**src/rtl/sdram_rd_pkg.sv**
```systemverilog
package sdram_rd_pkg;

  typedef enum logic [1:0] {
    CMD_NOP   = 2'd0,
    CMD_ACTV  = 2'd1,
    CMD_READ  = 2'd2,
    CMD_READA = 2'd3
  } sd_cmd_e;

  localparam int LINE_BITS = 128;

  // Number of single-beat reads needed for one host request.
  function automatic logic [4:0] beat_count(input logic [1:0] size,
                                            input logic line,
                                            input int bus_bytes);
    int nbytes;
    if (line)              nbytes = 16;
    else if (size == 2'd0) nbytes = 1;
    else if (size == 2'd1) nbytes = 2;
    else                   nbytes = 4;
    if (nbytes <= bus_bytes) return 5'd1;
    return 5'(nbytes / bus_bytes);
  endfunction

endpackage

```
**src/rtl/sdram_rd_ctrl.sv**
```systemverilog
module sdram_rd_ctrl
  import sdram_rd_pkg::*;
#(
  parameter int DATA_W = 16,
  parameter int COL_W  = 8,
  parameter int BANK_W = 2,
  parameter int ROW_W  = 12,
  localparam int LANE_W = $clog2(DATA_W / 8),
  localparam int ADDR_W = LANE_W + COL_W + BANK_W + ROW_W,
  localparam int BEAT_W = $clog2(LINE_BITS / DATA_W)
) (
  input  logic              clk,
  input  logic              rst,
  input  logic              req,
  input  logic [ADDR_W-1:0] req_addr,
  input  logic [1:0]        req_size,
  input  logic              req_line,
  input  logic              bank_locked,
  output logic              ack_o,
  output sd_cmd_e           cmd_o,
  output logic [BANK_W-1:0] bank_o,
  output logic [ROW_W-1:0]  row_o,
  output logic [COL_W-1:0]  col_o,
  output logic [BEAT_W-1:0] beat_o
);

  localparam int BUS_BYTES = DATA_W / 8;

  logic              busy_q;
  logic [4:0]        left_q;
  logic [COL_W-1:0]  col_cur_q;
  logic [BEAT_W-1:0] beat_nxt_q;

  logic [4:0]        nbeats;
  logic [COL_W-1:0]  col_field;
  logic [COL_W-1:0]  col_start;

  always_comb begin
    nbeats    = beat_count(req_size, req_line, BUS_BYTES);
    col_field = req_addr[LANE_W +: COL_W];
    col_start = col_field & ~COL_W'(nbeats - 5'd1);
  end

  always_ff @(posedge clk) begin
    if (rst) begin
      busy_q     <= 1'b0;
      left_q     <= '0;
      col_cur_q  <= '0;
      beat_nxt_q <= '0;
      ack_o      <= 1'b0;
      cmd_o      <= CMD_NOP;
      bank_o     <= '0;
      row_o      <= '0;
      col_o      <= '0;
      beat_o     <= '0;
    end else begin
      ack_o <= 1'b0;
      cmd_o <= CMD_NOP;
      if (!busy_q) begin
        if (req && !bank_locked) begin
          busy_q     <= 1'b1;
          ack_o      <= 1'b1;
          cmd_o      <= CMD_ACTV;
          bank_o     <= req_addr[LANE_W + COL_W +: BANK_W];
          row_o      <= req_addr[LANE_W + COL_W + BANK_W +: ROW_W];
          col_cur_q  <= col_start;
          left_q     <= nbeats;
          beat_nxt_q <= '0;
        end
      end else begin
        cmd_o      <= (left_q == 5'd1) ? CMD_READA : CMD_READ;
        col_o      <= col_cur_q;
        beat_o     <= beat_nxt_q;
        col_cur_q  <= col_cur_q + 1'b1;
        beat_nxt_q <= beat_nxt_q + 1'b1;
        left_q     <= left_q - 5'd1;
        if (left_q == 5'd1) busy_q <= 1'b0;
      end
    end
  end

  // an activate is always followed by a column read
  a_r3_actv_then_read: assert property (@(posedge clk) disable iff (rst)
    (cmd_o == CMD_ACTV) |=> (cmd_o == CMD_READ || cmd_o == CMD_READA));

  // after the auto-precharge read no plain read follows
  a_r3_reada_closes: assert property (@(posedge clk) disable iff (rst)
    (cmd_o == CMD_READA) |=> (cmd_o == CMD_NOP || cmd_o == CMD_ACTV));

  // consecutive reads step the column by one word in the same bank
  a_r4_col_step: assert property (@(posedge clk) disable iff (rst)
    (cmd_o == CMD_READ) |=> (col_o == $past(col_o) + 1'b1) && $stable(bank_o));

  // acknowledge is a single-cycle pulse
  a_r7_ack_pulse: assert property (@(posedge clk) disable iff (rst)
    ack_o |=> !ack_o);

endmodule

```
**src/rtl/sdram_rd_lockout.sv**
```systemverilog
module sdram_rd_lockout
  import sdram_rd_pkg::*;
#(
  parameter int BANK_W = 2,
  localparam int NBANK = 1 << BANK_W
) (
  input  logic              clk,
  input  logic              rst,
  input  logic [1:0]        tap_cfg,
  input  sd_cmd_e           cmd_i,
  input  logic [BANK_W-1:0] bank_i,
  input  logic [BANK_W-1:0] query_bank,
  output logic              locked_o
);

  logic [1:0]       cnt_q [NBANK];
  logic [NBANK-1:0] lock_vec;

  always_ff @(posedge clk) begin
    if (rst) begin
      for (int b = 0; b < NBANK; b++) cnt_q[b] <= '0;
    end else begin
      for (int b = 0; b < NBANK; b++) begin
        if (cmd_i == CMD_READA && bank_i == BANK_W'(b))
          cnt_q[b] <= (tap_cfg == 2'd0) ? 2'd0 : tap_cfg - 2'd1;
        else if (cnt_q[b] != 2'd0)
          cnt_q[b] <= cnt_q[b] - 2'd1;
      end
    end
  end

  // A bank is locked in the auto-precharge cycle itself (non-zero wait)
  // and for the remaining wait cycles held in its counter.
  for (genvar g = 0; g < NBANK; g++) begin : g_lock
    assign lock_vec[g] = (cnt_q[g] != 2'd0) ||
                         (cmd_i == CMD_READA && bank_i == BANK_W'(g) && tap_cfg != 2'd0);
  end

  assign locked_o = lock_vec[query_bank];

  // an activate never reaches a bank whose wait is still running
  a_r8_actv_unlocked: assert property (@(posedge clk) disable iff (rst)
    (cmd_i == CMD_ACTV) |-> (cnt_q[bank_i] == 2'd0));

endmodule

```
**src/rtl/sdram_rd_capture.sv**
```systemverilog
module sdram_rd_capture
  import sdram_rd_pkg::*;
#(
  parameter int DATA_W  = 16,
  parameter int CAS_LAT = 2,
  localparam int BEAT_W = $clog2(LINE_BITS / DATA_W)
) (
  input  logic                 clk,
  input  logic                 rst,
  input  sd_cmd_e              cmd_i,
  input  logic [BEAT_W-1:0]    beat_i,
  input  logic [DATA_W-1:0]    dq_i,
  output logic                 rsp_valid_o,
  output logic [LINE_BITS-1:0] rsp_data_o
);

  logic [CAS_LAT-1:0] pv_q;
  logic [CAS_LAT-1:0] pl_q;
  logic [BEAT_W-1:0]  pb_q [CAS_LAT];
  logic [LINE_BITS-1:0] asm_q;
  logic [LINE_BITS-1:0] asm_next;
  logic [BEAT_W-1:0]    cap_beat;

  assign cap_beat = pb_q[CAS_LAT-1];

  always_comb begin
    asm_next = (cap_beat == '0) ? '0 : asm_q;
    asm_next[int'(cap_beat) * DATA_W +: DATA_W] = dq_i;
  end

  always_ff @(posedge clk) begin
    if (rst) begin
      pv_q        <= '0;
      pl_q        <= '0;
      for (int s = 0; s < CAS_LAT; s++) pb_q[s] <= '0;
      asm_q       <= '0;
      rsp_valid_o <= 1'b0;
      rsp_data_o  <= '0;
    end else begin
      pv_q[0] <= (cmd_i == CMD_READ) || (cmd_i == CMD_READA);
      pl_q[0] <= (cmd_i == CMD_READA);
      pb_q[0] <= beat_i;
      for (int s = 1; s < CAS_LAT; s++) begin
        pv_q[s] <= pv_q[s-1];
        pl_q[s] <= pl_q[s-1];
        pb_q[s] <= pb_q[s-1];
      end
      rsp_valid_o <= 1'b0;
      if (pv_q[CAS_LAT-1]) begin
        asm_q <= asm_next;
        if (pl_q[CAS_LAT-1]) begin
          rsp_data_o  <= asm_next;
          rsp_valid_o <= 1'b1;
        end
      end
    end
  end

  // completion strobe lasts one cycle
  a_r6_single_pulse: assert property (@(posedge clk) disable iff (rst)
    rsp_valid_o |=> !rsp_valid_o);

  // response word changes only together with the strobe
  a_r6_data_hold: assert property (@(posedge clk) disable iff (rst)
    !rsp_valid_o |-> $stable(rsp_data_o));

  // a beat is captured only from a stage filled by a read command
  a_r5_last_is_beat: assert property (@(posedge clk) disable iff (rst)
    pl_q[CAS_LAT-1] |-> pv_q[CAS_LAT-1]);

endmodule

```
**src/rtl/sdram_rd_seq.sv**
```systemverilog
module sdram_rd_seq
  import sdram_rd_pkg::*;
#(
  parameter int DATA_W  = 16,
  parameter int COL_W   = 8,
  parameter int BANK_W  = 2,
  parameter int ROW_W   = 12,
  parameter int CAS_LAT = 2,
  localparam int LANE_W = $clog2(DATA_W / 8),
  localparam int ADDR_W = LANE_W + COL_W + BANK_W + ROW_W,
  localparam int BEAT_W = $clog2(LINE_BITS / DATA_W)
) (
  input  logic                 clk,
  input  logic                 rst,
  input  logic                 req,
  input  logic [ADDR_W-1:0]    req_addr,
  input  logic [1:0]           req_size,
  input  logic                 req_line,
  input  logic [1:0]           tap_cfg,
  output logic                 ack,
  output logic                 rsp_valid,
  output logic [LINE_BITS-1:0] rsp_data,
  output logic [1:0]           sd_cmd,
  output logic [BANK_W-1:0]    sd_bank,
  output logic [ROW_W-1:0]     sd_row,
  output logic [COL_W-1:0]     sd_col,
  input  logic [DATA_W-1:0]    sd_dq
);

  sd_cmd_e           cmd;
  logic [BEAT_W-1:0] beat;
  logic              bank_locked;
  logic [BANK_W-1:0] req_bank;

  assign req_bank = req_addr[LANE_W + COL_W +: BANK_W];
  assign sd_cmd   = cmd;

  sdram_rd_ctrl #(
    .DATA_W(DATA_W), .COL_W(COL_W), .BANK_W(BANK_W), .ROW_W(ROW_W)
  ) u_ctrl (
    .clk        (clk),
    .rst        (rst),
    .req        (req),
    .req_addr   (req_addr),
    .req_size   (req_size),
    .req_line   (req_line),
    .bank_locked(bank_locked),
    .ack_o      (ack),
    .cmd_o      (cmd),
    .bank_o     (sd_bank),
    .row_o      (sd_row),
    .col_o      (sd_col),
    .beat_o     (beat)
  );

  sdram_rd_lockout #(.BANK_W(BANK_W)) u_lock (
    .clk       (clk),
    .rst       (rst),
    .tap_cfg   (tap_cfg),
    .cmd_i     (cmd),
    .bank_i    (sd_bank),
    .query_bank(req_bank),
    .locked_o  (bank_locked)
  );

  sdram_rd_capture #(.DATA_W(DATA_W), .CAS_LAT(CAS_LAT)) u_cap (
    .clk        (clk),
    .rst        (rst),
    .cmd_i      (cmd),
    .beat_i     (beat),
    .dq_i       (sd_dq),
    .rsp_valid_o(rsp_valid),
    .rsp_data_o (rsp_data)
  );

endmodule

```
**config.mk**
```make
export PLATFORM = sky130hd
export DESIGN_NAME = sdram_rd_seq
export DESIGN_NICKNAME = d
export VERILOG_FILES = /design/src/rtl/sdram_rd_pkg.sv /design/src/rtl/sdram_rd_ctrl.sv /design/src/rtl/sdram_rd_lockout.sv /design/src/rtl/sdram_rd_capture.sv /design/src/rtl/sdram_rd_seq.sv
export SDC_FILE = /design/constraint.sdc
export NUM_CORES = 1
export LEC_CHECK = 0
export BUFFER_PORTS_ARGS = -buffer_cell sky130_fd_sc_hd__buf_2
export CORE_UTILIZATION = 45
export DETAILED_ROUTE_END_ITERATION = 7
export PLACE_DENSITY = 0.73
export SLEW_MARGIN = 20
export SYNTH_ARGS = -nofsm -noshare
export SYNTH_HDL_FRONTEND = slang
export SYNTH_HIERARCHICAL = 1
export SYNTH_SLANG_ARGS = --single-unit
```
**constraint.sdc**
```tcl
create_clock -name clk -period 2.7 [get_ports clk]
set_input_delay 0.27 -clock clk [delete_from_list [all_inputs] [get_ports clk]]
set_output_delay 0.27 -clock clk [all_outputs]
set_load 0.03 [all_outputs]
```
# ---- Word-level counts from Yosys, hierarchy flattened
# Memories as Yosys holds them, arrays and structs flattened.
# Index checks and enable logic that the tools add are counted.
dict set report word_totals {
  register_bits 306
  latchBits 0
  ram_bits 14
  rom_bits 0
  input_bits 47
  out_inout_bits 154
  wordCells 148
  mem_count 2
}
# memory words width rd rd_clocked_by_memory_dff write_ports line_no
set mem_list {}
lappend mem_list {u_lock.cnt_q 4 2 4 0 4 sdram_rd_lockout.sv:16} ;# logic [1:0] cnt_q [NBANK];
lappend mem_list {u_cap.pb_q 2 3 2 0 2 sdram_rd_capture.sv:19} ;# logic [BEAT_W-1:0] pb_q [CAS_LAT];
dict set report op_classes {
  add_sub_neg 11
  n_mul 0
  div_mod_pow 0
  n_lt_le_gt_ge 2
  n_eq_ne 7
  shifts 2
  muxes 65
  n_bitwise 15
  n_reduce_logical 29
}
# cell n
set op_table {}
lappend op_table {{128-bit bitwise mux} 1}
lappend op_table {{128-bit 2-to-1 mux} 1}
lappend op_table {{16-bit by 33-bit variable shift with 128-bit output (first input constant)} 1}
lappend op_table {{16-bit by 33-bit variable part select with 128-bit output} 1}
lappend op_table {{32-bit 2-to-1 mux} 2}
lappend op_table {{1-bit 2-to-1 mux} 39}
lappend op_table {{7-bit negator with 33-bit output} 1}
lappend op_table {{32-bit by 3-bit less-or-equal comparator with 1-bit output (second input constant)} 1}
lappend op_table {{2-bit 2-to-1 mux} 10}
lappend op_table {{5-bit 2-to-1 mux} 4}
lappend op_table {{8-bit 2-to-1 mux} 2}
lappend op_table {{3-bit 2-to-1 mux} 5}
lappend op_table {{2-bit nonzero test} 6}
lappend op_table {{1-bit OR} 10}
lappend op_table {{2-bit by 1-bit subtractor with 2-bit output (second input constant)} 5}
lappend op_table {{1-bit logical AND} 9}
lappend op_table {{8-bit by 1-bit adder with 8-bit output (second input constant)} 1}
lappend op_table {{8-bit bitwise AND} 1}
lappend op_table {{2-bit equality test (second input constant)} 4}
lappend op_table {{8-bit NOT} 1}
lappend op_table {{2-bit logical NOT} 3}
lappend op_table {{5-bit by 1-bit subtractor with 6-bit output (second input constant)} 1}
lappend op_table {{5-bit by 1-bit adder with 5-bit output} 1}
lappend op_table {{5-bit by 1-bit equality test with 1-bit output (second input constant)} 1}
lappend op_table {{12 further kinds} 20}

# ---- Longest topological paths before layout
# Gate-level depths: netlist of run 1.
dict set report logic_depth {
  depth_word 12
  depth_mapped 12
  depth_no_buf 8
}

# ---- Hierarchy
# The synthesis of run 1 kept the hierarchy.
# module n_inst cells_per_inst area_per_inst_um2 seq_area_each_um2
set by_module_without_submodules {}
lappend by_module_without_submodules {sdram_rd_capture 1 1134 11130.7 5345.1}
lappend by_module_without_submodules {sdram_rd_ctrl 1 209 1863.0 900.9}
lappend by_module_without_submodules {sdram_rd_lockout 1 62 595.6 240.2}

# ---- Worst setup path after synthesis of run 1
# OpenSTA, ideal clock, no wires.
dict set report synth_timing {
  path_type {register to register}
  startpoint {memory u_cap/pb_q[0][3] (netlist name)}
  endpoint {register u_cap.asm_q[12]}
  setup_ps 91
  arrival_ps 2377
  required_time_ps 2609
  slack_ps 232
  path_stages_with_launch 13
  path_buffers 6
  cell_sequence {dfxtp_1 > buf_4 > buf_2 > buf_2 > inv_1 > ha_1 > ha_1 > buf_6 > and4bb_1 > buf_4 > buf_6 > nand3_2 > a311oi_1}
}
# item line_no
set synth_rtl {}
lappend synth_rtl {{start, declared} sdram_rd_capture.sv:19}
lappend synth_rtl {{end signal, assigned} sdram_rd_capture.sv:50} ;# asm_q <= asm_next;
lappend synth_rtl {{end, declared} sdram_rd_capture.sv:20} ;# logic [LINE_BITS-1:0] asm_q;

==> Flow_metrics.wiki, run 1 <==
{| class="wikitable"
! Metric !! Value
|-
| Count of pins on the block boundary || 201
|-
| Vias per inst || roughly 6.2
|-
| Maximum clock skew at final layout || 0.02420 ns
|-
| Mean cell area of the mapped netlist || just under 10 um2
|-
| Post-synth design cell area || between 10000 and 15000 um2
|-
| Leading cell type in the layout, fill and taps excluded || sky130_fd_sc_hd__dfxtp_1
|-
| Die height || between 150 and 200 um
|-
| Number of antenna diodes || 0
|-
| Slowest stage delay, CP || a little under 0.4 ns
|-
| Clock slew at the register clock pins of the worst setup and hold paths || 0.06 ns
|-
| Total power after layout || 10.97 mW
|-
| Switching power as a share of total power || a little over a quarter
|-
| Clock Power Share || around 40%
|-
| Startpoint Class || register
|-
| Post-synth cell types || 62
|-
| Cell count after synthesis || 1405
|-
| Unrepaired setup endpoints after global routing || no
|-
| Grt peak-use layer || met2
|-
| CP max-delay cell || sky130_fd_sc_hd__dfxtp_1
|-
| Total number of vias || around 12k
|-
| GRT met2 Usage || 38.29%
|-
| Crit path max fanout || 16
|-
| Highest-count cells in the layout ignoring fill and taps || sky130_fd_sc_hd__dfxtp_1, sky130_fd_sc_hd__buf_2, sky130_fd_sc_hd__nor2_1, sky130_fd_sc_hd__nand4_1, sky130_fd_sc_hd__nand2_1
|-
| Hold Startpoint || req_addr[7]
|-
| Layout overhead on the synthesized area || 16.44%
|-
| Share of final-layout standard cells stronger than drive strength 1 || 20.60%
|-
| Endpoint required time on the critical path || about 3.1 ns
|-
| Share of power burned in combinational logic || 12.3%
|-
| Portion of total power attributed to sequential cells || 46.5%
|-
| Cells on worst reg2reg path || 8
|-
| Maximum clock frequency || around 0.41 GHz
|-
| Post-synth EDFFs || 8
|-
| TritonCTS clock tree || built
|-
| Wire length of the first global-routing pass || 62340 um
|-
| # port buffers || around 200
|-
| Skew-Pair Late Insertion Delay || approximately 0.52 ns
|-
| Antenna violations before repair || 0
|-
| Placeable core region || slightly below 30000 um2
|-
| Max_cap viols || 0
|-
| Max-slew violation count || 0
|-
| Routed WL || roughly 40000 um
|-
| Routed length per instance || a little over 20 um
|-
| Critical setup path kind || register to register
|-
| Global Route met3 Usage || ~5.8%
|-
| Setup violations, final || 0
|-
| Endpoint of the lowest-slack register-to-register path || u_cap/asm_q[1]$_SDFFE_PP0P_
|-
| LEAKAGE || 6.078 nW
|-
| Number of endpoints with negative hold slack in the final report || 0
|-
| Sequential-to-total area share from yosys stat || 47.73%
|-
| Sum of net half-perimeters after detailed placement || ~24000 um
|-
| Quantity of gates resized following cts || 0
|-
| Met1 global-route usage || 35.21%
|-
| Worst Hold Depth || 3
|-
| Fin crit period || roughly 2.4 ns
|-
| CTS max path bufs || 3
|-
| Number of clock buffers inserted by TritonCTS || 34
|-
| Arr. time, crit path || between 2 and 3 ns
|-
| Row count || between 60 and 70
|-
| Crit end category || register
|-
| Primary flip-flop cell chosen by synthesis mapping || sky130_fd_sc_hd__dfxtp_1
|-
| Ordered list of cells on the worst path || inv_1 -> ha_1 -> ha_1 -> buf_4 -> and4bb_1 -> buf_4 -> nand3_1 -> a311oi_1
|-
| DIE AREA || approximately 31000 um2
|-
| Maximum number of pins on one net before global-route repair || around 110
|-
| Run status || finished, final reports clean
|-
| Floorplan die width || 175.8 um
|-
| GRT Util Overall || between 20% and 30%
|-
| Worst Tran Pin Value || a little under 0.9 ns
|-
| Worst ir drop on vdd || ~560 uV
|-
| Post-synth net total || 1464
|-
| Initial DRC Count || ~1.4k
|-
| Power spent charging and discharging nets || 2.894 mW
|-
| Async S/R FF share, synth || 0%
|-
| Seq cells post-synth || 320
|-
| Power density of the placed cells || 693.5 nW/um2
|-
| Residual antenna-violating net count after detailed routing || 0
|-
| DRC || 0
|-
| Placer Congestion || 0.8183
|-
| Cell Int Power || approximately 8.1 mW
|-
| Origin of the critical flop-to-flop path || u_cap/pb_q[0][4]$_SDFF_PP0_
|-
| Effective utilization at floorplan || a little under half
|-
| Class of the most critical hold timing path || input port to register
|-
| Register-to-register setup slack || between 0.2 and 0.3 ns
|-
| Detailed Routing Iterations Pass 1 || 5
|-
| Rel. slew slack || between 40% and 50%
|-
| Total Neg Setup Slack || 0 ns
|-
| Buffer type at the clock tree root || sky130_fd_sc_hd__clkbuf_16
|-
| Level count of the clock H-tree || 2
|-
| Number of clock sinks || between 300 and 400
|-
| Count of nets after finishing || roughly 1.6k
|-
| Via count of the first global-routing pass || 11.04k
|-
| Total grt overflow || 0
|-
| Total of warnings raised by yosys || 6
|-
| Fin crit share || between 80% and 90%
|-
| Destination of the worst hold path || u_ctrl/col_cur_q[6]$_SDFFE_PP0P_
|}
-- per-stage QoR --
step / utilization, % / std cells / area, um2 / worst slack (ns) / hold slack [ns]
finish: 53.39 / 1934 / 15820 / 0.2813 / 0.01928
global route: 53.39 / 1934 / 15820 / 0.1456 / 0.03348
CTS: 53.39 / 1934 / 15820 / 0.3042 / 0.001080
detailed placement: 49.39 / 1865 / 14640 / 0.3128 / 0.4301
global placement: 49.39 / 1865 / 14640 / 0.3802 / 0.4267
floorplan: - / 1405 / 13590 / 0.2322 / 0.4060
-- per-layer routing --
layer  share of wire [%]  vias up
li1                    -     5569
met1                  43     5732
met2                  44      581
met4                 3.0        0
met3                 9.9       81
met5                   0        -
-- state kept, by name, indices dropped and copies added, names as in the netlist --
| register | flops |
|---|---|
| u_cap/asm_q | 128 |
| u_ctrl/row_o | 12 |
| u_cap/rsp_data_o | 128 |
| u_ctrl/beat_nxt_q | 3 |
| u_ctrl/left_q | 5 |
| u_ctrl/col_cur_q | 8 |
| u_ctrl/col_o | 8 |
| u_ctrl/ack_o | 1 |
| u_ctrl/bank_o | 2 |
| u_cap/pb_q | 6 |
| u_cap/rsp_valid_o | 1 |
| u_lock/cnt_q | 8 |
| u_cap/pl_q | 2 |
| u_ctrl/busy_q | 1 |
| u_ctrl/cmd_o | 2 |
| u_cap/pv_q | 2 |
| u_ctrl/beat_o | 3 |
-- what timing repair did --
item,CTS,global route
hold endpoints to repair,14,0
buffers inserted,0,0
hold buffers,14,0
-- kinds of logic after synthesis --
logic type	count (synthesis)	synth area share (%)
buf+inv	183	6.252
mux	81	6.068
xor+xnor	3	0.1934
fa+ha+maj	12	1.105
simple gates	443	17.20
flops	320	47.73
compound gates	363	21.45
-- worst max-delay path: cells and delay by family (launching register included) --
kind | cells | cell delay, ns
adders and majority gates | 2 | 0.57
AOI/OAI and AO/OA | 1 | 0.35
and+or+nand+nor | 2 | 0.44
DFF | 1 | 0.39
buffers and inverters | 3 | 0.53
-- power by group through the flow --
| stage | Combinational (mW) | Sequential [mW] | Clock [mW] |
|---|---|---|---|
| after global placement | 1.27 | 5.19 | 0 |
| after floorplan | 0.899 | 5.26 | 0 |
| final | 1.35 | 5.11 | 4.52 |
| after global routing | 1.47 | 5.13 | 4.76 |
| after CTS | 1.33 | 5.10 | 4.58 |
| after detailed placement | 1.31 | 5.20 | 0 |
-- cell type report --
cell class	count	area, um2
fillers	2659	13810
flip-flops and latches	320	6487
clock inverters	8	95.09
repair buffers	248	1458
clock buffers	47	950.9
well taps	390	488.0
inverters	19	71.32
multi-input cells	902	6274
-- synthesized netlist by cell type, drive strengths merged (11+ instances only) --
cell	count	share of area, %
dfxtp	312	46
nor2	123	3.5
nand2	101	2.8
nand4	101	4.6
buf	89	3.7
a311oi	81	5.2
mux2i	79	5.8
clkbuf	75	2.1
a22o	61	3.9
o2bb2ai	61	3.9
a31oi	54	2.5
o311ai	48	3.1
nor2b	32	1.5
a21oi	26	0.96
and2	22	1.0
nand3	22	1.2
inv	19	0.52
ha	12	1.1
a211oi	11	0.61
-- how the worst max path moves through the flow --
stage,from,cells past startpoint,end
4_1_cts,u_cap/pb_q[0][4]$_SDFF_PP0_,8,u_cap/asm_q[1]$_SDFFE_PP0P_
3_5_place_dp,u_lock/cnt_q[3][0]$_DFFE_PP_,8,u_ctrl/col_cur_q[0]$_SDFFE_PP0P_
5_1_grt,u_cap/pb_q[0][4]$_SDFF_PP0_,5,u_cap/rsp_data_o[97]$_SDFFE_PP0P_
6_report,u_cap/pb_q[0][4]$_SDFF_PP0_,8,u_cap/asm_q[1]$_SDFFE_PP0P_
3_3_place_gp,u_lock/cnt_q[3][0]$_DFFE_PP_,8,u_ctrl/col_cur_q[7]$_SDFFE_PP0P_
2_1_floorplan,u_cap/pb_q[0][3]$_SDFF_PP0_,12,u_cap/asm_q[12]$_SDFFE_PP0P_
No activity file was read; power rests on OpenSTA's default activity.
==> inputs of run 2 (changes only) <==
CORE_UTILIZATION = 35   (was 45)
PLACE_DENSITY = 0.6   (was 0.73)
==> run 2 against run 1 <==
Effect of this change: cell count up 7.2%; critical path type unchanged; total power up 11%; clock power up 26%; setup slack worse by 0.0032 ns.
==> Flow_metrics.wiki, run 2 (synthesis gave the netlist of run 1 again) <==
{| class="wikitable"
! Metric !! Value
|-
| Placed Instance Area || 14900 um2 (+1.8%)
|-
| DIE AREA || 39620 um2 (+28%)
|-
| Endpoint required time on the critical path || 3.07 ns (-0.02 ns)
|-
| Clock slew at the register clock pins of the worst setup and hold paths || 0.06 ns (about the same)
|-
| Maximum clock frequency || 0.4129 GHz (-0.13%)
|-
| Total grt overflow || 0 (unchanged)
|-
| Setup Buffers After CTS || 0 (unchanged)
|-
| Switching power as a share of total power || 25.45% (-0.92 points)
|-
| Level count of the clock H-tree || 2 (unchanged)
|-
| Total number of vias || 11.85k (-0.91%)
|-
| Arr. time, crit path || 2.79 ns (-0.02 ns)
|-
| Share of power burned in combinational logic || 11.2% (-1.1 points)
|-
| Fin crit period || 2.422 ns (+0.003212 ns)
|-
| Final core area utilization || 43.33% (-10 points)
|-
| Dpl ws || 0.3149 ns (+0.002111 ns)
|-
| Detailed Routing Iterations Pass 1 || 7 (+2)
|-
| Cells on worst reg2reg path || 6 (-2)
|-
| Destination of the worst hold path || u_ctrl/col_cur_q[6]$_SDFFE_PP0P_
|-
| Class of the most critical hold timing path || input port to register
|-
| Summed area of non-filler cells in the final layout || 16440 um2 (+3.9%)
|-
| GRT Util Overall || 21.29% (-4.0 points)
|-
| Share of final-layout standard cells stronger than drive strength 1 || 21.83% (+1.2 points)
|-
| Worst Tran Pin Value || 0.7643 ns (-0.1063 ns)
|-
| # port buffers || 198 (unchanged)
|-
| Worst Hold Depth || 3 (unchanged)
|-
| Setup slack after layout || 0.2781 ns (-0.003212 ns)
|-
| Placeable core region || 37930 um2 (+28%)
|-
| Worst ir drop on vdd || 509.8 uV (-8.9%)
|-
| Final-layout worst hold slack || 0.02770 ns (+0.008425 ns)
|-
| Highest-count cells in the layout ignoring fill and taps || sky130_fd_sc_hd__dfxtp_1, sky130_fd_sc_hd__buf_2, sky130_fd_sc_hd__nor2_1, sky130_fd_sc_hd__nand4_1, sky130_fd_sc_hd__nand2_1
|-
| Unrepaired setup endpoints after global routing || no
|-
| Layout overhead on the synthesized area || 20.95%
|-
| Power density of the placed cells || 740.3 nW/um2 (+6.8%)
|-
| LEAKAGE || 6.288 nW (+3.4%)
|-
| Effective utilization at floorplan || 35.82% (-10 points)
|-
| Maximum clock skew at final layout || 0.01563 ns (-0.008565 ns)
|-
| Filler cells || 3708 (+39%)
|-
| Endpoint of the lowest-slack register-to-register path || u_cap/rsp_data_o[97]$_SDFFE_PP0P_
|-
| Residual antenna-violating net count after detailed routing || 0 (unchanged)
|-
| Number of clock buffers inserted by TritonCTS || 38 (+12%)
|-
| CTS max path bufs || 3 (unchanged)
|-
| Number of endpoints with negative hold slack in the final report || 0 (unchanged)
|-
| DRC || 0 (unchanged)
|-
| Sum of net half-perimeters after detailed placement || 26630 um (+9.8%)
|-
| TritonCTS clock tree || built
|-
| Routed WL || 42820 um (+7.1%)
|-
| Total Neg Setup Slack || 0 ns (unchanged)
|-
| Floorplan die width || 199.0 um (+13%)
|-
| Portion of total power attributed to sequential cells || 41.8% (-4.7 points)
|-
| Maximum number of pins on one net before global-route repair || 157 (+45%)
|-
| Leading cell type in the layout, fill and taps excluded || sky130_fd_sc_hd__dfxtp_1
|-
| Register-to-register setup slack || 0.28 ns (about the same)
|-
| Via count of the first global-routing pass || 11.19k (+1.4%)
|-
| Max_cap viols || 0 (unchanged)
|-
| Number of clock sinks || 320 (unchanged)
|-
| Power spent charging and discharging nets || 3.097 mW (+7.0%)
|-
| Routed length per instance || 20.65 um (-0.12%)
|-
| Clock Power Share || 46.9% (+5.7 points)
|-
| Total area of multi-input combinational cells || 6280 um2 (about the same)
|-
| Crit end category || register
|-
| Number of antenna diodes || 0 (unchanged)
|-
| Startpoint Class || register
|-
| Row count || 71 (+13%)
|-
| Buffer type at the clock tree root || sky130_fd_sc_hd__clkbuf_16
|-
| Sequential standard cell area || 6487 um2 (unchanged)
|-
| Max-slew violation count || 0 (unchanged)
|-
| Quantity of gates resized following cts || 0 (unchanged)
|-
| Count of nets after finishing || 1592 (+0.51%)
|-
| Rel. slew slack || 48.88% (+7.1 points)
|-
| Count of pins on the block boundary || 201 (unchanged)
|-
| Run status || finished, final reports clean
|-
| Origin of the critical flop-to-flop path || u_cap/pb_q[0][4]$_SDFF_PP0_
|-
| Setup violations, final || 0 (unchanged)
|-
| Skew-Pair Late Insertion Delay || 0.53 ns (about the same)
|-
| Wire length of the first global-routing pass || 65870 um (+5.7%)
|-
| Vias per inst || 5.718 (-7.6%)
|-
| Cell Int Power || 9.071 mW (+12%)
|-
| Placer Congestion || 0.8207 (+0.29%)
|-
| Initial DRC Count || 1006 (-28%)
|-
| Die height || 199.0 um (+13%)
|-
| Largest registers || u_cap/asm_q: 128 flops, u_cap/rsp_data_o: 128 flops, u_ctrl/row_o: 12 flops
|-
| Crit path max fanout || 16 (unchanged)
|-
| Critical setup path kind || register to register
|-
| Hold Startpoint || req_addr[7]
|-
| Fin crit share || 89.70% (+0.12 points)
|-
| Antenna violations before repair || 1 (+1)
|}
-- run 2: cell count changes in the layout (fill, tap and decap cells not counted), sizes merged --
cell         delta
clkinvlp        +1
dlygate4sd3     -1
clkbuf          +6
buf             +5
bufinv          +5
clkinv          +2
-- run 2: power by group through the flow --
| stage | registers, mW | clock network, mW | logic, mW |
|---|---|---|---|
| finish | 5.09 | 5.71 | 1.37 |
| global route | 5.12 | 6.02 | 1.51 |
| CTS | 5.09 | 5.82 | 1.37 |
| detailed placement | 5.19 | 0 | 1.35 |
| global placement | 5.18 | 0 | 1.32 |
| floorplan | 5.26 | 0 | 0.899 |
-- run 2: worst max-delay path by stage --
stage / startpoint / end / slack, ns / cells after the start
finish: u_cap/pb_q[0][4]$_SDFF_PP0_ / u_cap/rsp_data_o[97]$_SDFFE_PP0P_ / 0.28 / 6
global route: u_cap/pb_q[0][4]$_SDFF_PP0_ / u_cap/rsp_data_o[97]$_SDFFE_PP0P_ / 0.09 / 6
CTS: u_cap/pb_q[0][4]$_SDFF_PP0_ / u_cap/rsp_data_o[97]$_SDFFE_PP0P_ / 0.30 / 6
detailed placement: u_cap/pb_q[0][4]$_SDFF_PP0_ / u_cap/rsp_data_o[97]$_SDFFE_PP0P_ / 0.31 / 6
global placement: u_cap/pb_q[0][4]$_SDFF_PP0_ / u_cap/rsp_data_o[97]$_SDFFE_PP0P_ / 0.34 / 6
floorplan: u_cap/pb_q[0][3]$_SDFF_PP0_ / u_cap/asm_q[12]$_SDFFE_PP0P_ / 0.23 / 12
-- run 2: per-stage QoR --
step                std cells  power, mW
global placement         1991      6.501
floorplan                1405      6.162
finish                   2073      12.17
detailed placement       1991      6.542
CTS                      2073      12.28
global route             2073      12.65
-- run 2: area by class of cell --
| type | count | area share (%) |
|---|---|---|
| clock buffer | 53 | 6.943 |
| clock inverter | 16 | 1.637 |
| inverter | 19 | 0.4339 |
| multi-input combinational | 902 | 38.21 |
| sequential | 320 | 39.47 |
| tap | 511 | 3.890 |
| timing repair buffer | 252 | 9.417 |
-- run 2: worst max-delay path, cell delays in order, from the launching register on --
cell                       delay [ns]
sky130_fd_sc_hd__dfxtp_1         0.39
sky130_fd_sc_hd__inv_1           0.06
sky130_fd_sc_hd__ha_1            0.20
sky130_fd_sc_hd__ha_1            0.40
sky130_fd_sc_hd__nand2b_2        0.40
sky130_fd_sc_hd__o311ai_0        0.63
sky130_fd_sc_hd__a311oi_1        0.18
-- run 2: timing repair --
item / CTS / global route
hold buffers: 13 / 0
setup endpoints to repair: 0 / 0
endpoints found under the hold margin: 13 / 0
-- run 2: routing by layer --
layer | GRT usage [%] | vias up | share of wire [%]
li1 | - | 5601 | -
met1 | 28.72 | 5667 | 43
met2 | 32.42 | 504 | 45
met3 | 5.646 | 80 | 9.2
met4 | 7.692 | 2 | 3.2
met5 | 0 | - | 0.030
